### config.mk
export PLATFORM = sky130hd
export DESIGN_NAME = startup_sequencer
export DESIGN_NICKNAME = d
export VERILOG_FILES = /design/src/rtl/su_pkg.sv /design/src/rtl/su_len_counter.sv /design/src/rtl/su_pin_sync.sv /design/src/rtl/su_edge_counter.sv /design/src/rtl/su_event_slot.sv /design/src/rtl/startup_sequencer.sv
export SDC_FILE = /design/constraint.sdc
export NUM_CORES = 1
export LEC_CHECK = 0
export ABC_AREA = 1
export BUFFER_PORTS_ARGS = -buffer_cell sky130_fd_sc_hd__buf_2
export CORE_ASPECT_RATIO = 0.6
export CORE_UTILIZATION = 55
export DETAILED_ROUTE_END_ITERATION = 10
export PLACE_DENSITY_LB_ADDON = 0.2
export SLEW_MARGIN = 20
export SYNTH_ARGS = -nofsm -noshare
export SYNTH_HDL_FRONTEND = slang
export SYNTH_HIERARCHICAL = 1
export SYNTH_SLANG_ARGS = --single-unit
### constraint.sdc
create_clock -name clk -period 1.9 [get_ports clk]
set_clock_uncertainty 0.2 [all_clocks]
set_input_delay 0.38 -clock clk [delete_from_list [all_inputs] [get_ports clk]]
set_output_delay 0.38 -clock clk [all_outputs]
set_load 0.005 [all_outputs]
### src/rtl/su_pkg.sv
package su_pkg;
    localparam int DLY_W    = 3;
    localparam int CNT_W    = DLY_W + 1;
    localparam int SYNC_MAX = 4;
    localparam int N_SLOTS  = 2;

    typedef struct packed {
        logic use_user_clk;
        logic sync_mode;
    } su_mode_t;

    // Delay after the observed pin rise, clamped to the synchronized maximum
    function automatic logic [CNT_W-1:0] sync_wait(input logic [DLY_W-1:0] d);
        if (int'(d) > SYNC_MAX) return CNT_W'(SYNC_MAX);
        return {1'b0, d};
    endfunction

    // Tick number on which a free-running event fires
    function automatic logic [CNT_W-1:0] free_tick(input logic [DLY_W-1:0] d);
        return {1'b0, d} + CNT_W'(1);
    endfunction
endpackage

### src/rtl/su_len_counter.sv
module su_len_counter #(
    parameter int LEN_W = 16
) (
    input  logic             clk,
    input  logic             rst,
    input  logic             init_high,
    input  logic             cfg_tick,
    input  logic             eoc_written,
    input  logic [LEN_W-1:0] length_cnt,
    output logic             started
);
    logic [LEN_W-1:0] cnt_q;
    logic             eoc_q;
    logic             reached;

    assign reached = (cnt_q == length_cnt);

    always_ff @(posedge clk) begin
        if (rst) begin
            cnt_q   <= '0;
            eoc_q   <= 1'b0;
            started <= 1'b0;
        end else begin
            if (eoc_written) eoc_q <= 1'b1;
            if (init_high && cfg_tick && !reached && !started)
                cnt_q <= cnt_q + LEN_W'(1);
            if (!started && init_high && reached && eoc_q)
                started <= 1'b1;
        end
    end

    // start-up only follows a full length count and a written end frame
    assert_start_gate_R2: assert property (@(posedge clk) disable iff (rst)
        $rose(started) |-> $past(eoc_q) && $past(cnt_q == length_cnt));
endmodule

### src/rtl/su_pin_sync.sv
module su_pin_sync (
    input  logic clk,
    input  logic rst,
    input  logic pin_raw,
    output logic pin_sync
);
    logic s1_q;

    always_ff @(posedge clk) begin
        if (rst) begin
            s1_q     <= 1'b0;
            pin_sync <= 1'b0;
        end else begin
            s1_q     <= pin_raw;
            pin_sync <= s1_q;
        end
    end
endmodule

### src/rtl/su_edge_counter.sv
module su_edge_counter #(
    parameter int W = 4
) (
    input  logic         clk,
    input  logic         rst,
    input  logic         en,
    input  logic         tick,
    output logic [W-1:0] cnt
);
    localparam logic [W-1:0] SAT = '1;

    always_ff @(posedge clk) begin
        if (rst)                          cnt <= '0;
        else if (en && tick && cnt != SAT) cnt <= cnt + W'(1);
    end

    // the tick count saturates instead of wrapping back to zero
    assert_no_wrap_R3: assert property (@(posedge clk) disable iff (rst)
        (cnt != '0) |=> (cnt != '0));
endmodule

### src/rtl/su_event_slot.sv
module su_event_slot
    import su_pkg::*;
(
    input  logic             clk,
    input  logic             rst,
    input  logic             sync_mode,
    input  logic             pin_seen,
    input  logic [CNT_W-1:0] start_cnt,
    input  logic [CNT_W-1:0] post_cnt,
    input  logic [DLY_W-1:0] dly,
    output logic             released
);
    logic fire;

    always_comb begin
        if (sync_mode) fire = pin_seen && (post_cnt >= sync_wait(dly));
        else           fire = (start_cnt >= free_tick(dly));
    end

    always_ff @(posedge clk) begin
        if (rst)       released <= 1'b0;
        else if (fire) released <= 1'b1;
    end

    // a pin that was never seen high holds the event back
    assert_hold_block_R7: assert property (@(posedge clk) disable iff (rst)
        (sync_mode && !pin_seen && !released) |=> !released);
endmodule

### src/rtl/startup_sequencer.sv
module startup_sequencer
    import su_pkg::*;
#(
    parameter int LEN_W = 16
) (
    input  logic             clk,
    input  logic             rst,
    input  logic             init_high,
    input  logic             eoc_written,
    input  logic [LEN_W-1:0] length_cnt,
    input  logic             cfg_tick,
    input  logic             usr_tick,
    input  logic             use_user_clk,
    input  logic             sync_mode,
    input  logic [2:0]       done_dly,
    input  logic [2:0]       gsr_dly,
    input  logic [2:0]       io_dly,
    input  logic             done_pin,
    output logic             done_release,
    output logic             gsr_active,
    output logic             io_enable
);
    su_mode_t                       mode;
    logic                           started;
    logic                           sel_tick;
    logic                           pin_sync;
    logic                           pin_seen;
    logic [CNT_W-1:0]               start_cnt;
    logic [CNT_W-1:0]               post_cnt;
    logic [N_SLOTS-1:0][DLY_W-1:0]  slot_dly;
    logic [N_SLOTS-1:0]             slot_rel;

    assign mode.use_user_clk = use_user_clk;
    assign mode.sync_mode    = sync_mode;
    assign sel_tick          = mode.use_user_clk ? usr_tick : cfg_tick;

    su_len_counter #(.LEN_W(LEN_W)) len_i (
        .clk        (clk),
        .rst        (rst),
        .init_high  (init_high),
        .cfg_tick   (cfg_tick),
        .eoc_written(eoc_written),
        .length_cnt (length_cnt),
        .started    (started)
    );

    su_pin_sync pin_i (
        .clk     (clk),
        .rst     (rst),
        .pin_raw (done_pin),
        .pin_sync(pin_sync)
    );

    su_edge_counter #(.W(CNT_W)) start_cnt_i (
        .clk (clk),
        .rst (rst),
        .en  (started),
        .tick(sel_tick),
        .cnt (start_cnt)
    );

    su_edge_counter #(.W(CNT_W)) post_cnt_i (
        .clk (clk),
        .rst (rst),
        .en  (pin_seen),
        .tick(sel_tick),
        .cnt (post_cnt)
    );

    // Completion-pin release always counts from start-up
    always_ff @(posedge clk) begin
        if (rst) begin
            done_release <= 1'b0;
            pin_seen     <= 1'b0;
        end else begin
            if (start_cnt >= free_tick(done_dly)) done_release <= 1'b1;
            if (started && done_release && pin_sync) pin_seen <= 1'b1;
        end
    end

    assign slot_dly[0] = gsr_dly;
    assign slot_dly[1] = io_dly;

    for (genvar g = 0; g < N_SLOTS; g++) begin : g_slot
        su_event_slot slot_i (
            .clk      (clk),
            .rst      (rst),
            .sync_mode(mode.sync_mode),
            .pin_seen (pin_seen),
            .start_cnt(start_cnt),
            .post_cnt (post_cnt),
            .dly      (slot_dly[g]),
            .released (slot_rel[g])
        );
    end

    assign gsr_active = !slot_rel[0];
    assign io_enable  = slot_rel[1];

    // all outputs idle until start-up begins
    assert_idle_until_start_R2: assert property (@(posedge clk) disable iff (rst)
        !started |-> (!done_release && gsr_active && !io_enable));

    // in synchronized mode the other events never precede the pin release
    assert_sync_after_done_R6: assert property (@(posedge clk) disable iff (rst)
        (sync_mode && (!gsr_active || io_enable)) |-> done_release);

    // released outputs stay released
    assert_sticky_done_R8: assert property (@(posedge clk) disable iff (rst)
        done_release |=> done_release);
    assert_sticky_gsr_R8: assert property (@(posedge clk) disable iff (rst)
        !gsr_active |=> !gsr_active);
    assert_sticky_io_R8: assert property (@(posedge clk) disable iff (rst)
        io_enable |=> io_enable);
endmodule

==> results.cfg <==
[placed_design]
pre_cts_ws_ns = -0.0220
placed_area_sq_um = 3020
dp_hpwl_mm = 4.79
gp_congestion = 0.849
placed_cells = 544
port_buffers = 36

[timing]
fin_crit_sh = 0.956
slew_headroom = 0.771
slew_violations = 0
tightest_slew_ns = 0.343
setup_ws_ns = 0.0845
finalSetupTns_ns = 0
finalHoldViolCount = 0
fmax_mhz = 551
final-setup-viol-count = 0
fin_crit_ns = 1.82

[cells_and_area]
fin_area_sq_um = 3150
num_antenna_cells = 0
instances_no_fill = 552
drive_gt1_frac = 0.219
fin_nets = 549
syn2layout_area_growth_pct = 14.4

[floorplan]
die_h_um = 56.8
die_w_um = 93.3
initial_core_util = 0.587
placement_rows = 19
core_sq_um = 4680
ioPinCount = 37
die_area_sq_um = 5290

[critical_path]
arrival_ns = 1.84
r2r_slack_ns = 0.08
worstPathRequired_ns = 1.92
worst-path-max-fanout = 18
cp-start-kind = flop
end_kind = flop
critical_path_class = flop to flop

[detailed_routing]
remaining_drc_errors = 0
num_vias = 2715
finalWirelength_mm = 6.27
firstDrtPassIters = 5
vias_per_cell = 4.92
wl_per_cell_um = 11.4
dr.first_iter.drc_count = 170
ant_nets = 0

[global_route]
antenna_found_initial = 0
track_usage = 0.243
use_met1 = 0.396
grt_max_degree = 18
grt_remaining_overflow = 0
top_usage_layer = met1
use_met3 = 0.0434
met2_usage = 0.319
grt_pass1_wl_mm = 10.0
first_global_vias = 2201

[synth]
yosys.area.top_type = dfxtp_1
seq_area_frac_synth = 0.233
synth_commonest_cells = nand2_1, inv_1, nor2_1, nand3_1, dfxtp_1
synth_area_leaders = dfxtp_1, nand2_1, ha_1, inv_1, nor2_1
netlist.area_leader.share = 0.233
syn_avg_cell_area_sq_um = 6.19
syn-cell-area_sq_um = 2750
synth_cell_types = 28
async_flop_share = 0
synth_ff_type = dfxtp_1
synth_edf_count = 0
postSynthNetCount = 504
ys_ff_latch = 32
synth_cells = 444
yosysMostFrequentCell = nand2_1
yosys_warnings = 6

[clock_tree]
insertion_delay_ns = 0.28
h-tree-depth = 2
cts_hold_buf = 0
cts_max_path_buffers = 2
cts_tree = done
postCtsSetupBuffers = 0
cts_made_buffers = 5
root_buffer = clkbuf_8
clk_pin_slew_ns = 0.07
clock_sinks = 32

[run_status]
status = finished, final reports clean

[power]
p_per_area_nw_per_um2 = 477
p_total_uw = 1500
leakage_uw = 0.00155
peakVddDrop_v = 0.000352

[run]
max_cap_viol_count = 0

[min_path]
holdCritPathClass = input pin to flop
[power by group]
group	switching (uW)	total [uW]	internal [uW]	leakage (uW)
registers	8.06	690	682	0.000262
logic	136	237	101	0.00124
clock network	251	574	323	0.0000503
[critical path: stages (launching register included)]
cell	delay, ns
dfxtp_1	0.41
inv_1	0.09
nand2_1	0.06
nand2_1	0.05
nor2_1	0.11
nand2_1	0.12
nor2_4	0.19
nand2_8	0.14
nand2_4	0.19
nand2_1	0.08
a21oi_2	0.11
[timing repair]
item / CTS / global route
setup endpoints to repair: 0 / 16
gates resized for setup: 0 / 8
endpoints found under the hold margin: 0 / 0
[per-stage QoR]
step / util / hold WS, ns
2_1_floorplan: - / 0.188
3_3_place_gp: 0.645 / 0.191
3_5_place_dp: 0.645 / 0.197
4_1_cts: 0.665 / 0.0939
5_1_grt: 0.672 / 0.119
6_report: 0.672 / 0.0981
[registers in the layout, indices dropped and copies added, names as in the netlist]
register	flops
pin_i/s1_q	1
g_slot.slot_i/released	2
pin_i/pin_sync	1
len_i/cnt_q	16
done_release	1
pin_seen	1
len_i/started	1
len_i/eoc_q	1
post_cnt_i/cnt	4
start_cnt_i/cnt	4
[logic make-up (layout without fill, tap and decap cells)]
| kind of cell | after synthesis | after routing | synth area share |
|---|---|---|---|
| AOI/OAI and AO/OA | 27 | 27 | 0.0642 |
| adders and majority gates | 26 | 26 | 0.118 |
| DFF | 32 | 32 | 0.233 |
| buffers and inverters | 100 | 144 | 0.148 |
| xor gates and xnor gates | 13 | 13 | 0.0414 |
| and+or+nand+nor | 245 | 246 | 0.391 |
| muxes | 1 | 1 | 0.00410 |
[cell type report]
cell class,count,area [sq um]
clock buffer,7,96.3
fill,408,1540
inverter,91,344
multi-input combinational,313,1720
sequential,32,648
tap,63,78.8
timing repair buffer,46,255
[final timing paths]
path                                                      to  depth (start not counted)                          from
worst max-delay path            len_i/cnt_q[13]$_SDFFE_PP0P_                         10  len_i/cnt_q[11]$_SDFFE_PP0P_
worst min-delay path                len_i/eoc_q$_SDFFE_PP0P_                          3                   eoc_written
worst max register to register  len_i/cnt_q[13]$_SDFFE_PP0P_                         10  len_i/cnt_q[11]$_SDFFE_PP0P_
worst min register to register     pin_i/pin_sync$_SDFF_PP0_                          2         pin_i/s1_q$_SDFF_PP0_
[layer usage]
layer  vias to the layer above  share of wire
li1                       1451              -
met1                      1176           0.53
met2                        86           0.38
met3                         2          0.083
met4                         0         0.0029
met5                         -              0
[placed cells by master (no fill, tap or decap), drive strengths merged]
master / instances
buf: 46
clkbuf: 7
xnor2: 3
xor2: 10
nand2: 136
nor3: 1
and2: 1
nand3: 39
nand4: 10
o21ai: 6
and3: 1
clkinvlp: 2
inv: 89
dfxtp: 32
ha: 26
nor2: 58
mux2: 1
a21oi: 21
No activity file was read; power rests on OpenSTA's default activity.
